## src/rtl/tdm_tx_pkg.sv

```systemverilog
package tdm_tx_pkg;
   localparam int SAMPLE_W = 32;
   localparam int BIT_W    = $clog2(SAMPLE_W);

   typedef enum logic [1:0] {
      WL_16 = 2'd0,
      WL_20 = 2'd1,
      WL_24 = 2'd2,
      WL_32 = 2'd3
   } wlen_e;

   function automatic logic [BIT_W-1:0] wlen_msb(input wlen_e w);
      case (w)
         WL_16:   return BIT_W'(15);
         WL_20:   return BIT_W'(19);
         WL_24:   return BIT_W'(23);
         default: return BIT_W'(31);
      endcase
   endfunction
endpackage

```

## src/rtl/tdm_tx_sync.sv

```systemverilog
module tdm_tx_sync #(
   parameter int STAGES = 2
) (
   input  logic clk,
   input  logic rst_n,
   input  logic din,
   output logic lvl,
   output logic prv
);
   logic [STAGES-1:0] chain;

   generate
      if (STAGES < 2) begin : g_bad_stages
         $error("tdm_tx_sync: STAGES must be at least 2");
      end
   endgenerate

   always_ff @(posedge clk or negedge rst_n) begin
      if (!rst_n) begin
         chain <= '0;
         prv   <= 1'b0;
      end else begin
         chain <= {chain[STAGES-2:0], din};
         prv   <= chain[STAGES-1];
      end
   end

   assign lvl = chain[STAGES-1];
endmodule

```

## src/rtl/tdm_tx_seq.sv

```systemverilog
module tdm_tx_seq
   import tdm_tx_pkg::*;
#(
   parameter int NSLOT = 8,
   parameter int OFS_W = 3,
   localparam int SLOT_W = $clog2(NSLOT + 1),
   localparam int IDX_W  = (NSLOT > 1) ? $clog2(NSLOT) : 1
) (
   input  logic              clk,
   input  logic              rst_n,
   input  logic              start,
   input  logic              launch,
   input  logic [1:0]        cfg_wlen,
   input  logic [SLOT_W-1:0] cfg_slots,
   input  logic [OFS_W-1:0]  cfg_offset,
   output logic              in_data,
   output logic [IDX_W-1:0]  slot_idx,
   output logic [BIT_W-1:0]  bit_idx,
   output logic              err_short
);
   logic              lead_q, data_q, err_q;
   logic [OFS_W-1:0]  wait_q;
   logic [IDX_W-1:0]  slot_q, last_q;
   logic [BIT_W-1:0]  bit_q, msb_q;
   logic [SLOT_W-1:0] n_eff, n_m1;
   logic [BIT_W-1:0]  new_msb;
   logic              last_bit, cut;

   always_comb begin
      n_eff    = (cfg_slots == '0 || cfg_slots > SLOT_W'(NSLOT)) ? SLOT_W'(NSLOT) : cfg_slots;
      n_m1     = n_eff - SLOT_W'(1);
      new_msb  = wlen_msb(wlen_e'(cfg_wlen));
      last_bit = data_q && (bit_q == '0) && (slot_q == last_q);
      cut      = lead_q || (data_q && !(launch && last_bit));
   end

   always_ff @(posedge clk or negedge rst_n) begin
      if (!rst_n) begin
         lead_q <= 1'b0;
         data_q <= 1'b0;
         err_q  <= 1'b0;
         wait_q <= '0;
         slot_q <= '0;
         last_q <= '0;
         bit_q  <= '0;
         msb_q  <= '0;
      end else if (start) begin
         err_q  <= err_q | cut;
         msb_q  <= new_msb;
         last_q <= n_m1[IDX_W-1:0];
         slot_q <= '0;
         bit_q  <= new_msb;
         wait_q <= cfg_offset;
         lead_q <= (cfg_offset != '0);
         data_q <= (cfg_offset == '0);
      end else if (launch) begin
         if (lead_q) begin
            wait_q <= wait_q - OFS_W'(1);
            if (wait_q == OFS_W'(1)) begin
               lead_q <= 1'b0;
               data_q <= 1'b1;
            end
         end else if (data_q) begin
            if (bit_q == '0) begin
               if (slot_q == last_q) begin
                  data_q <= 1'b0;
               end else begin
                  slot_q <= slot_q + IDX_W'(1);
                  bit_q  <= msb_q;
               end
            end else begin
               bit_q <= bit_q - BIT_W'(1);
            end
         end
      end
   end

   assign in_data   = data_q;
   assign slot_idx  = slot_q;
   assign bit_idx   = bit_q;
   assign err_short = err_q;

   // the error flag never clears on its own
   p_err_sticky_r9: assert property (@(posedge clk) disable iff (!rst_n)
      err_q |=> err_q);
   // a frame edge during an unfinished frame raises the flag
   p_err_on_cut_r9: assert property (@(posedge clk) disable iff (!rst_n)
      (start && (lead_q || (data_q && !launch))) |=> err_q);
   // a frame edge together with the final launch edge is legal
   p_b2b_clean_r10: assert property (@(posedge clk) disable iff (!rst_n)
      (start && !err_q && !lead_q && !data_q) |=> !err_q);
   // a zero delay puts the slot 0 MSB up at once
   p_zero_ofs_r5: assert property (@(posedge clk) disable iff (!rst_n)
      (start && cfg_offset == '0) |=> (data_q && slot_q == '0 && bit_q == msb_q));
   // a non-zero delay keeps the line quiet first
   p_lead_quiet_r4: assert property (@(posedge clk) disable iff (!rst_n)
      (start && cfg_offset != '0) |=> (!data_q && lead_q));
   // bits step down one per launch edge inside a slot
   p_msb_first_r2: assert property (@(posedge clk) disable iff (!rst_n)
      (launch && !start && data_q && bit_q != '0) |=> (bit_q == $past(bit_q) - BIT_W'(1)));
   // slots advance by one, restarting at the MSB
   p_slot_step_r2: assert property (@(posedge clk) disable iff (!rst_n)
      (launch && !start && data_q && bit_q == '0 && slot_q != last_q)
      |=> (slot_q == $past(slot_q) + IDX_W'(1) && bit_q == msb_q));
   // nothing moves between edges
   p_hold_r3: assert property (@(posedge clk) disable iff (!rst_n)
      (!launch && !start) |=> ($stable(slot_q) && $stable(bit_q) && $stable(data_q)));
endmodule

```

## src/rtl/tdm_tx_shift.sv

```systemverilog
module tdm_tx_shift
   import tdm_tx_pkg::*;
#(
   parameter int NSLOT = 8,
   localparam int IDX_W = (NSLOT > 1) ? $clog2(NSLOT) : 1
) (
   input  logic                      clk,
   input  logic                      rst_n,
   input  logic                      cap,
   input  logic [NSLOT*SAMPLE_W-1:0] words,
   input  logic [NSLOT-1:0]          valid,
   input  logic [NSLOT-1:0]          enable,
   input  logic                      in_data,
   input  logic [IDX_W-1:0]          slot_idx,
   input  logic [BIT_W-1:0]          bit_idx,
   output logic                      sdout,
   output logic                      sdout_oe
);
   logic [SAMPLE_W-1:0] word_q [NSLOT];
   logic [NSLOT-1:0]    valid_q, en_q;

   generate
      for (genvar g = 0; g < NSLOT; g++) begin : g_slot
         always_ff @(posedge clk or negedge rst_n) begin
            if (!rst_n) begin
               word_q[g]  <= '0;
               valid_q[g] <= 1'b0;
               en_q[g]    <= 1'b0;
            end else if (cap) begin
               word_q[g]  <= words[g*SAMPLE_W +: SAMPLE_W];
               valid_q[g] <= valid[g];
               en_q[g]    <= enable[g];
            end
         end
      end
   endgenerate

   always_ff @(posedge clk or negedge rst_n) begin
      if (!rst_n) begin
         sdout    <= 1'b0;
         sdout_oe <= 1'b0;
      end else begin
         sdout_oe <= in_data && en_q[slot_idx];
         sdout    <= in_data && en_q[slot_idx] && valid_q[slot_idx] && word_q[slot_idx][bit_idx];
      end
   end

   // outside the data phase the pin is released and low
   p_quiet_idle_r8: assert property (@(posedge clk) disable iff (!rst_n)
      !in_data |=> (!sdout_oe && !sdout));
   // a disabled slot never drives
   p_disabled_r6: assert property (@(posedge clk) disable iff (!rst_n)
      (in_data && !en_q[slot_idx]) |=> (!sdout_oe && !sdout));
   // an enabled but invalid slot drives zeros
   p_invalid_r7: assert property (@(posedge clk) disable iff (!rst_n)
      (in_data && en_q[slot_idx] && !valid_q[slot_idx]) |=> (sdout_oe && !sdout));
endmodule

```

## src/rtl/tdm_tx_port.sv

```systemverilog
module tdm_tx_port
   import tdm_tx_pkg::*;
#(
   parameter int NSLOT       = 8,
   parameter int OFS_W       = 3,
   parameter int SYNC_STAGES = 2,
   localparam int SLOT_W = $clog2(NSLOT + 1),
   localparam int IDX_W  = (NSLOT > 1) ? $clog2(NSLOT) : 1
) (
   input  logic                      clk,
   input  logic                      rst_n,
   input  logic                      bclk,
   input  logic                      fsync,
   input  logic [1:0]                cfg_wlen,
   input  logic [SLOT_W-1:0]         cfg_slots,
   input  logic [OFS_W-1:0]          cfg_offset,
   input  logic                      cfg_bclk_inv,
   input  logic [NSLOT*SAMPLE_W-1:0] tx_words,
   input  logic [NSLOT-1:0]          tx_valid,
   input  logic [NSLOT-1:0]          tx_enable,
   output logic                      sdout,
   output logic                      sdout_oe,
   output logic                      err_short
);
   generate
      if (NSLOT < 1) begin : g_bad_nslot
         $error("tdm_tx_port: NSLOT must be at least 1");
      end
      if (OFS_W < 2) begin : g_bad_ofs
         $error("tdm_tx_port: OFS_W must allow a delay of 3");
      end
   endgenerate

   logic bclk_lvl, bclk_prv, fs_lvl, fs_prv;
   logic launch, start, in_data;
   logic [IDX_W-1:0] slot_idx;
   logic [BIT_W-1:0] bit_idx;

   tdm_tx_sync #(.STAGES(SYNC_STAGES)) u_bclk_sync (
      .clk(clk), .rst_n(rst_n), .din(bclk), .lvl(bclk_lvl), .prv(bclk_prv));
   tdm_tx_sync #(.STAGES(SYNC_STAGES)) u_fs_sync (
      .clk(clk), .rst_n(rst_n), .din(fsync), .lvl(fs_lvl), .prv(fs_prv));

   assign start  = fs_lvl && !fs_prv;
   assign launch = cfg_bclk_inv ? (!bclk_lvl && bclk_prv) : (bclk_lvl && !bclk_prv);

   tdm_tx_seq #(.NSLOT(NSLOT), .OFS_W(OFS_W)) u_seq (
      .clk(clk), .rst_n(rst_n), .start(start), .launch(launch),
      .cfg_wlen(cfg_wlen), .cfg_slots(cfg_slots), .cfg_offset(cfg_offset),
      .in_data(in_data), .slot_idx(slot_idx), .bit_idx(bit_idx),
      .err_short(err_short));

   tdm_tx_shift #(.NSLOT(NSLOT)) u_shift (
      .clk(clk), .rst_n(rst_n), .cap(start), .words(tx_words),
      .valid(tx_valid), .enable(tx_enable), .in_data(in_data),
      .slot_idx(slot_idx), .bit_idx(bit_idx),
      .sdout(sdout), .sdout_oe(sdout_oe));

   // a held-high frame strobe does not start a second frame
   p_single_start_r1: assert property (@(posedge clk) disable iff (!rst_n)
      start |=> !start);
endmodule

```

## config.mk

```make
export PLATFORM = sky130hd
export DESIGN_NAME = tdm_tx_port
export DESIGN_NICKNAME = d
export VERILOG_FILES = /design/src/rtl/tdm_tx_pkg.sv /design/src/rtl/tdm_tx_sync.sv /design/src/rtl/tdm_tx_seq.sv /design/src/rtl/tdm_tx_shift.sv /design/src/rtl/tdm_tx_port.sv
export SDC_FILE = /design/constraint.sdc
export NUM_CORES = 1
export LEC_CHECK = 0
export BUFFER_PORTS_ARGS = -buffer_cell sky130_fd_sc_hd__buf_2
export CAP_MARGIN = 20
export CORE_ASPECT_RATIO = 1.75
export CORE_UTILIZATION = 50
export CTS_CLUSTER_SIZE = 30
export DETAILED_ROUTE_END_ITERATION = 8
export PLACE_DENSITY_LB_ADDON = 0.08
export SLEW_MARGIN = 0
export SYNTH_ARGS = -nofsm -noshare
export SYNTH_HDL_FRONTEND = slang
export SYNTH_HIERARCHICAL = 1
export SYNTH_SLANG_ARGS = --single-unit
```

## constraint.sdc

```tcl
create_clock -name clk -period 1.92 [get_ports clk]
set_input_delay 0.192 -clock clk [delete_from_list [all_inputs] [get_ports clk]]
set_output_delay 0.192 -clock clk [all_outputs]
set_load 0.1 [all_outputs]
```

; After elaboration in Yosys (flattened, before gate mapping)
; Cells that the tools add are included.
[word_totals]
ram_bits = 0
ff_bits = 302
romBits = 0
output_inout_bits = 3
elab_cells = 123
latch_bits = 0
n_memories = 0
[op_classes]
reduce_logical = 29
div_mod_pow = 0
n_eq_ne = 8
n_shift = 0
order_cmp = 4
mux = 38
bitwise = 2
add_sub_neg = 4
n_mul = 0
[op_table]
columns = op, count
row1 = $bmux 32 s3, 1
row2 = $mux 32, 2
row3 = $mux 3, 10
row4 = $mux 5, 6
row5 = $mux 1, 15
row6 = $pmux 5 s3, 1
row7 = $logic_and 1x1->1, 10
row8 = $reduce_bool 2->1, 4
row9 = $bmux 1 s3, 2
row10 = $lt 5x6->1 const B, 1
row11 = $ne 3x3->1 const B, 2
row12 = $sub 3x1->3 const B, 2
row13 = $bmux 1 s5, 1
row14 = $logic_not 5->1, 1
row15 = $reduce_and 5->1, 1
row16 = $sub 5x1->5 const B, 1
row17 = $ge 4x4->1 const B, 1
row18 = $gt 4x4->1 const B, 1
row19 = $logic_not 1->1, 4
row20 = $logic_not 4->1, 1
row21 = $lt 3x4->1 const B, 1
row22 = $ne 2x2->1 const B, 2
row23 = $not 3->4, 1
row24 = $reduce_and 2->1, 2
row25 = 11 further kinds, 12

; Depth between registers and ports, before layout
; Gate-level depths: netlist (run 1).
[depth]
word_depth = 8
ltp_mapped = 12

; Cells and area by module
; Netlist (run 1), hierarchy kept.
[by_module_without_submodules]
columns = module, cells_each, area_per_inst_um2, seq_area_each_um2, n_inst
row1 = tdm_tx_shift, 809, 12577.1, 6856.6, 1
row2 = tdm_tx_seq, 127, 1252.5, 525.5, 1
row3 = tdm_tx_sync, 3, 75.1, 75.1, 2
row4 = tdm_tx_port, 4, 28.8, 0.0, 1

; Least setup slack after synthesis (run 1)
; No wires, ideal clock.
[synth_path]
path_kind = flip-flop to flip-flop
start = register u_seq.slot_q[0] (netlist: u_seq/slot_idx[0])
end = register u_shift.sdout
arrival_time_ns = 1.935
setup_slack_ns = -0.146
required_ns = 1.788
n_path_buf = 2
path_stages_with_launch = 10
path_cell_list = dfrtp_1 -> buf_6 -> buf_12 -> mux4_1 -> a21oi_1 -> a21oi_1 -> o31ai_1 -> nor3_1 -> o21ai_0 -> nand3_1
[synth_via]
elab_chain_len = 7
[synth_lines]
columns = item, line_no
row1 = start: declaration, tdm_tx_seq.sv:23  ; logic [IDX_W-1:0] slot_q, last_q;
row2 = start signal: assignment, tdm_tx_seq.sv:68  ; slot_q <= slot_q + IDX_W'(1);
row3 = $not 3->4 (implied by the code), tdm_tx_shift.sv:44  ; sdout <= in_data && en_q[slot_idx] && valid_q[slot_idx] && word_q[slot_idx][bit_idx];
row4 = $bmux 32 s3, tdm_tx_shift.sv:44
row5 = $mux 32 (implied by the code) (2 in series), tdm_tx_shift.sv:44
row6 = $bmux 1 s5, tdm_tx_shift.sv:44
row7 = $mux 1 (implied by the code), tdm_tx_shift.sv:44
row8 = $logic_and 1x1->1 *, tdm_tx_shift.sv:44
row9 = end signal: assignment, tdm_tx_shift.sv:44
row10 = end: declaration, tdm_tx_shift.sv:16  ; output logic sdout,
; Every way passes the cells marked *; elsewhere a longest branch is shown, timed or not. The select of a mux whose other input is x is not followed.
; A chain may end at the register's enable or synchronous reset.

; Final worst setup path (run 1)
; Ends and elaborated chain as after synthesis.

==> results, run 1 <==
- The kind of critical path is reg -> reg.
- The library cell used most frequently in the layout, excluding fill and tap cells, is sky130_fd_sc_hd__dfrtp_1.
- The initial antenna violation count came to 8.
- In this run the critical register-to-register path is launched from u_seq/slot_idx[0].
- With fillers left out, the area of the finished cells amounts to roughly 0.021 mm^2.
- Across all register-to-register paths, the minimum setup slack is -470 ps.
- In this run the clock root is driven by a sky130_fd_sc_hd__clkbuf_16.
- The total of fill cells in the finished design is 1739.
- The number of unique standard cell types used by synthesis is 62.
- The count of maximum capacitance violations is 0.
- The final worst-path cycle share is 125%.
- The effective utilization at floorplan is a little over 50%.
- In this design, the stage delay of the slowest critical-path cell is 510 ps.
- At the worst endpoint, the arrival time is approximately 2800 ps.
- Entering global routing, the biggest net connects 82 pins.
- In this run, placement finished with an instance count of ~1600.
- For this run, the top clock speed supported by timing is 0.418 GHz.
- The type of destination of the critical path is a flip-flop.
- The total global routing track utilization is a little under a third.
- The power per standard cell area is 854 mW/mm^2.
- The average cell area after synthesis is 14.8 um^2.
- The routed layout has ~11000 vias.
- For this design, the slowest cell found on the critical path is sky130_fd_sc_hd__dfrtp_4.
- The count of boundary I/O pins is between 200 and 300.
- The main flop type after synthesis is sky130_fd_sc_hd__dfrtp_1.
- The count of pins over their slew limit was 0.
- The CTS tree is built.
- The library cells used most frequently in the layout, excluding fill and tap cells, are 297 x sky130_fd_sc_hd__dfrtp_1, 287 x sky130_fd_sc_hd__buf_2, 279 x sky130_fd_sc_hd__dlygate4sd3_1.
- The worst-case clock buffer depth is 3.
- For this run the aggregate overflow at the end of global routing stands at 0.
- The critical path starts at u_seq/slot_idx[0].
- Across the routed clock network, the largest skew measured is around 23 ps.
- The synthesis-to-finish area growth is 49.1%.
- The post-synthesis sequential area ratio is 53.8%.
- The critical path goes through buf_12 -> buf_6 -> mux4_2 -> and2_4 -> a211oi_2 -> a21oi_2 -> o221ai_2 -> nor3_2 -> o21ai_1 -> nand3_1.
- The number of global-route vias before repair is between 10000 and 15000.
- The clock sink total is around 300.
- The count of buffers added on input and output ports is around 290.
- Summed over all nets, the half-perimeter wirelength after detailed placement is roughly 28000 um.
- In the routed layout, each cell is associated on average with a via count of around 5.4.
- The CTS buffer count is 29.
- The area of the core region is approximately 0.027 mm^2.
- The die is around 130 um wide.
- The floorplan die area is 0.0287 mm^2.
- The number of nets in the synthesized netlist is approximately 1200.
- The number of endpoints failing setup at the final stage is 5.
- The shortest period the worst path allows is 2390 ps.
- The run finished, with violations left.
- The first routing iteration left a little under 400 violations.
- STA puts the critical path data required time at about 2400 ps.
- After layout, the worst setup slack is -474 ps.
- Synthesis handed over a netlist of 946 instances.
- The largest fanout on the critical path is 6.
- Yosys mapped a number of flops with a built-in enable equal to 0.
- In this run the vertical extent of the chip is approximately 220 um.
- The wire length of the first global-routing pass is roughly 65000 um.
- The maximum vdd drop is a little over 0.8 mV.
- For this design the static power due to leakage is about 8.9 nW.
- The congestion estimate from routability-driven global placement came to approximately 0.89.
- In this run the remaining antenna-violating nets after routing total 0.
- CTS built an H-tree with a depth of 1.
- The checks that failed: setup timing.
- Of the cells placed in the final design, the portion with a size suffix greater than 1 is approximately half.
- After the last flow step, the layout net total stands at between 1500 and 2000.
- The insertion delay to the later sink of the worst-skew pair is between 500 and 600 ps.
- The async set-reset flop share out of synthesis is between 90% and 100%.
- For the pin with the worst max-slew slack, the measured transition is between 500 and 600 ps.
- The number of hold violations in the final report is 0.
- After detailed routing, the average wire length per cell comes to 21.5 um.
- Measured against its own limit, the worst slew margin works out to 65.3%.
- The number of DRC violations after detailed routing is 0.
- After clock tree synthesis, the clock-pin slew on the worst setup and hold paths is roughly 70 ps.
- Leaving out filler cells and counting taps, the final layout contains roughly 2000.
- Setup repair after global routing could not meet its margin everywhere.
- The path class of the tightest hold or removal check is in -> reg.
- The placement row count is 80.
- In this run the most critical hold path is launched from cfg_wlen[0].
- The pre-antenna-repair detailed-routing pass consisted of 5 iterations.
- The number of warnings reported in the yosys synthesis log is 6.
- After detailed routing, the total wire length is 42900 um.
- STA classifies the critical path startpoint as a flip-flop.
- After detailed placement, the total cell area comes to approximately 0.017 mm^2.
- The register bit total from synthesis is approximately 300.
- The mapped cell area is 0.0140 mm^2.
==> metal layers <==
layer | up-vias | GRT usage [%] | wire [um]
li1 | 4854 | - | -
met4 | 0 | 16.7 | 2060
met5 | - | 0 | 0
met3 | 121 | 3.79 | 1680
met1 | 5376 | 34.1 | 15800
met2 | 351 | 54.8 | 23400
==> critical path: cells and delay by family (launching register included) <==
| kind | cells | cell delay [ps] |
|---|---|---|
| AO/OA/AOI/OAI | 4 | 650 |
| flip-flops | 1 | 510 |
| multiplexers | 1 | 470 |
| AND/OR/NAND/NOR | 3 | 350 |
| buffers and inverters | 2 | 270 |
==> synth_stat cells, drive strengths merged, types with 4 or more instances <==
master | n | area, um^2
mux2i | 45 | 450
a22oi | 5 | 37.5
a21oi | 19 | 95.1
nand3b | 5 | 50.1
mux4 | 49 | 1140
dfrtp | 301 | 7530
or3 | 4 | 25.0
nand2b | 7 | 43.8
o221ai | 16 | 153
clkbuf | 38 | 153
buf | 23 | 254
o22ai | 11 | 68.8
nand2 | 29 | 109
xnor2 | 4 | 35.0
o31ai | 5 | 42.5
o21ai | 13 | 68.8
nor3 | 11 | 76.3
nand3 | 10 | 50.1
nor2 | 14 | 52.6
ha | 7 | 87.6
mux2 | 275 | 3100
nor3b | 4 | 30.0
inv | 12 | 45.0
==> final timing paths <==
path / depth (start not counted) / to
max: 10 / u_shift/sdout
min: 3 / u_seq/bit_idx[2]
max reg2reg: 10 / u_shift/sdout
min reg2reg: 0 / u_fs_sync/chain[1]
max in group asynchronous: 3 / u_shift/word_q[153]
min in group asynchronous: 2 / u_fs_sync/chain[1]
==> final cells by class <==
cell class,count,area (um^2),share of cell area (%)
Multi-Input combinational cell,571,6240,29.9
Timing Repair Buffer,683,5490,26.3
Tap cell,369,462,2.21
Inverter,13,52.6,0.252
Antenna cell,8,20.0,0.0958
Clock inverter,14,241,1.16
Clock buffer,40,847,4.06
Sequential cell,301,7540,36.1
==> state kept, by name, indices dropped and copies added (netlist names) <==
signal / count
u_shift/en_q: 8
u_seq/msb_q: 4
u_seq/slot_idx: 3
u_shift/sdout_oe: 1
u_seq/bit_idx: 5
u_seq/lead_q: 1
u_fs_sync/prv: 1
u_seq/in_data: 1
u_seq/last_q: 3
u_seq/wait_q: 3
u_shift/valid_q: 8
u_shift/word_q: 256
u_fs_sync/chain: 2
u_shift/sdout: 1
u_bclk_sync/chain: 2
u_seq/err_short: 1
u_bclk_sync/prv: 1
==> stage by stage <==
step           util, %  TNS [ps]  total power [mW]  hold slack [ps]  setup WS, ps
6_report          76.2      -619              17.8             16.8          -474
3_3_place_gp      60.2      -672              10.8              166          -596
3_5_place_dp      60.2      -688              10.8              164          -601
4_1_cts           75.1      -551              17.8             1.58          -489
2_1_floorplan        -     -95.3              9.53             -104         -95.3
5_1_grt           76.2     -1000              18.5             23.1          -548
==> power breakdown <==
| part | leakage, nW | internal (mW) | total [mW] | switching (mW) |
|---|---|---|---|---|
| clock | 0.535 | 3.90 | 6.40 | 2.50 |
| combinational | 4.87 | 2.08 | 3.56 | 1.48 |
| sequential | 3.52 | 7.27 | 7.87 | 0.601 |
==> logic make-up after synthesis <==
kind of cell / after synthesis / share of synthesized area [%]
adder cells (fa/ha/maj): 7 / 0.625
multiplexers: 369 / 33.4
buffers and inverters: 74 / 3.26
XOR/XNOR: 7 / 0.438
flip-flops: 301 / 53.8
AND/OR/NAND/NOR: 100 / 4.02
AO/OA/AOI/OAI: 88 / 4.45
==> timing repair <==
item | CTS | global route
pin swaps | 6 | 19
gates resized for setup | 26 | 41
hold buffers | 279 | 0
endpoints found under the setup margin | 5 | 11
endpoints found under the hold margin | 437 | 0
buffers inserted | 10 | 7
gates cloned | 1 | 3
(Power assumes the default switching activity.)
==> inputs of run 2 (changes only) <==
==> constraint.sdc (replaced) <==
create_clock -name clk -period 2.45 [get_ports clk]
set_input_delay 0.245 -clock clk [delete_from_list [all_inputs] [get_ports clk]]
set_output_delay 0.245 -clock clk [all_outputs]
set_load 0.05 [all_outputs]
==> run 2 against run 1 <==
  * The flow now finishes without violations
  * Clock power shrank 33%
  * Final cell count shrank 3.4%
  * Sequential cell count is the same
  * Global-route usage shrank 0.93 points
  * Combinational power shrank 30%
  * Largest cell class unchanged
==> results, run 2 (same netlist as run 1, synthesis figures left out) <==
- The tree built by TritonCTS fans out to about 300 sinks.
- The violation count after the first detailed-route iteration is approximately 430.
- The count of vias placed by the detailed router is about 11000.
- The maximum level of the CTS H-tree is 1.
- After clock tree synthesis, the clock-pin slew on the worst setup and hold paths is 60 ps.
- The initial antenna violation count is 4.
- The run finished with clean final reports.
- The worst setup skew after layout is approximately 15 ps.
- Of the cells placed in the final design, the portion with a size suffix greater than 1 is 46.6%.
- TritonCTS built the clock tree.
- The smallest setup slack after layout is 71.5 ps.
- The maximum vdd drop is around 0.72 mV.
- For this run, the total global-route usage over all layers was measured as between 20% and 30%.
- The CTS buffer count is 29.
- At the end of the flow the core is filled with cells to roughly 72%.
- The largest registers in the layout are u_shift/word_q x256, u_shift/en_q x8, u_shift/valid_q x8.
- The first global-routing pass estimated around 64000 um of wire.
- The number of nets in the layout is between 1500 and 2000.
- Adding up every negative setup slack in the final design gives 0 ps.
- The global placer's final weighted congestion is roughly 0.84.
- The effective utilization at floorplan is 51.1%.
- The total area inside the core boundary comes to 0.0274 mm^2.
- The later pin in the worst-skew pair is clocked with a latency of approximately 560 ps.
- For the pin with the worst max-slew slack, the measured transition is between 800 and 900 ps.
- The root buffer cell chosen for the clock tree is sky130_fd_sc_hd__clkbuf_16.
- The count of antenna-violating nets left after detailed routing is 0.
- The worst setup slack after placement is -14.2 ps.
- The kind of critical path is reg -> reg.
- The classification of the worst-slack hold path is in -> reg.
- Dividing total power by cell area gives a power density of about 660 mW/mm^2.
- In the routed layout, each cell is associated on average with a via count of ~5.5.
- In this run the deepest clock path goes through 3 buffers.
- The register with the most flip-flops in the final layout is u_shift/word_q.
- In this run the worst path has a maximum fanout of 16.
- The data required time of the critical path is around 2900 ps.
- The total of fill cells in the finished design is roughly 1900.
- The worst slew slack as a fraction of its limit is between 40% and 50%.
- Measured along the x axis, the die boundary spans ~130 um.
- Derived from the worst setup path, the maximum achievable clock frequency is approximately 0.42 GHz.
- The type of destination of the critical path is a flip-flop.
- Measured along the y axis, the die boundary spans 223 um.
- The number of global-route vias before repair is ~12000.
- The leakage power is ~8.5 nW.
- The number of DRC violations after detailed routing is 0.
- Leaving out fill and tap cells, the most frequent cells in the layout are 298 x sky130_fd_sc_hd__dfrtp_1, 287 x sky130_fd_sc_hd__buf_2, 278 x sky130_fd_sc_hd__dlygate4sd3_1.
- The count of maximum capacitance violations is 0.
- The total length of routed wires is 41200 um.
- The initialized floorplan defines 80 standard-cell rows.
- The count of pins over their slew limit is 0.
- The maximum number of pins on one net before global-route repair is 80.
- The shortest period the worst path allows is ~2400 ps.
- Summed over all nets, the half-perimeter wirelength after detailed placement is 27100 um.
- The final worst-path cycle share is approximately 97%.
- Setup violations remaining at the end of the flow were counted as 0.
- The first detailed-routing pass ran for 4 iterations.
- The number of port buffers is about 290.
- The count of boundary I/O pins is slightly below 300.
- The leftover overflow at the end of global routing is 0.
- The finished cells cover between 0.015 and 0.02 mm^2.
- The routed wire length per instance is 21.3 um.
- The floorplan die area is between 0.02 and 0.03 mm^2.
- The worst setup path is launched from a flip-flop.
- The signal arrival time at the worst endpoint is 2810 ps.
- After detailed placement, the total cell area comes to between 0.015 and 0.02 mm^2.
- The number of flip-flops in the largest register is between 200 and 300.
- The most frequent standard cell in the layout excluding fill and tap cells is sky130_fd_sc_hd__dfrtp_1.
- The number of hold violations in the final report is 0.
- The area growth from synthesis to layout is 41.7%.
## run 2: changes by cell type in the layout (fill, tap and decap cells not counted), moves of 6 or more
cell	delta
sky130_fd_sc_hd__buf_6	-14
sky130_fd_sc_hd__buf_4	-36
sky130_fd_sc_hd__buf_12	-7
sky130_fd_sc_hd__bufinv_16	-6
## run 2: worst paths after layout
| kind | from | endpoint | slack [ps] | cells past startpoint |
|---|---|---|---|---|
| setup / recovery | u_seq/slot_idx[0] | u_shift/sdout | 70 | 9 |
| hold / removal | cfg_slots[0] | u_seq/last_q[0] | 60 | 3 |
| setup reg to reg | u_seq/slot_idx[0] | u_shift/sdout | 70 | 9 |
| hold reg to reg | u_bclk_sync/chain[0] | u_bclk_sync/chain[1] | 350 | 0 |
| max in group asynchronous | rst_n | u_shift/word_q[136] | 1350 | 3 |
| min in group asynchronous | rst_n | u_shift/valid_q[2] | 200 | 2 |
## run 2: layer usage
metal  routed length (um)  share of wire, %  vias to the layer above  global-route usage, %
li1                     -                 -                     4729                      -
met5                    0                 0                        -                      0
met1                15300                37                     5329                   33.8
met3                 1780               4.3                      125                   4.10
met4                 2290               5.6                        0                   16.1
met2                21800                53                      357                   51.9
## run 2: report_power, final
group | switching, mW | internal, mW | leakage, nW
Sequential | 0.480 | 5.69 | 3.52
Clock | 1.93 | 2.40 | 0.441
Combinational | 1.02 | 1.48 | 4.49
## run 2: timing repair
item | 4_1_cts | 5_1_grt
endpoints found under the hold margin | 333 | 0
pin swaps | 0 | 1
hold buffers | 278 | 0
setup endpoints to repair | 1 | 1
gates cloned | 0 | 1
resized for setup | 0 | 7
buffers inserted | 2 | 8
## run 2: cell type report
type / instances / area (um^2) / area share [%]
sequential: 301 / 7540 / 38.0
multi-input combinational: 571 / 6060 / 30.5
timing repair buffer: 621 / 4810 / 24.3
clock buffer: 43 / 848 / 4.27
tap: 369 / 462 / 2.33
clock inverter: 10 / 63.8 / 0.322
inverter: 13 / 50.0 / 0.252
antenna: 4 / 10.0 / 0.0504
## run 2: worst max-delay path, cell delays in order, from the launching register on
cell,delay (ps)
sky130_fd_sc_hd__dfrtp_4,490
sky130_fd_sc_hd__buf_12,190
sky130_fd_sc_hd__buf_12,140
sky130_fd_sc_hd__mux4_2,490
sky130_fd_sc_hd__a22oi_1,240
sky130_fd_sc_hd__nand3_1,220
sky130_fd_sc_hd__o31ai_2,130
sky130_fd_sc_hd__nor3_2,100
sky130_fd_sc_hd__o21ai_1,140
sky130_fd_sc_hd__nand3_1,90
## run 2: metrics by stage
| step | power, mW | hold slack [ps] | instances |
|---|---|---|---|
| 3_3_place_gp | 8.29 | 216 | 1586 |
| 5_1_grt | 13.6 | 71.9 | 1932 |
| 4_1_cts | 13.1 | 33.4 | 1919 |
| 2_1_floorplan | 7.43 | -50.6 | 946 |
| 3_5_place_dp | 8.36 | 205 | 1586 |
| 6_report | 13.0 | 58.4 | 1932 |
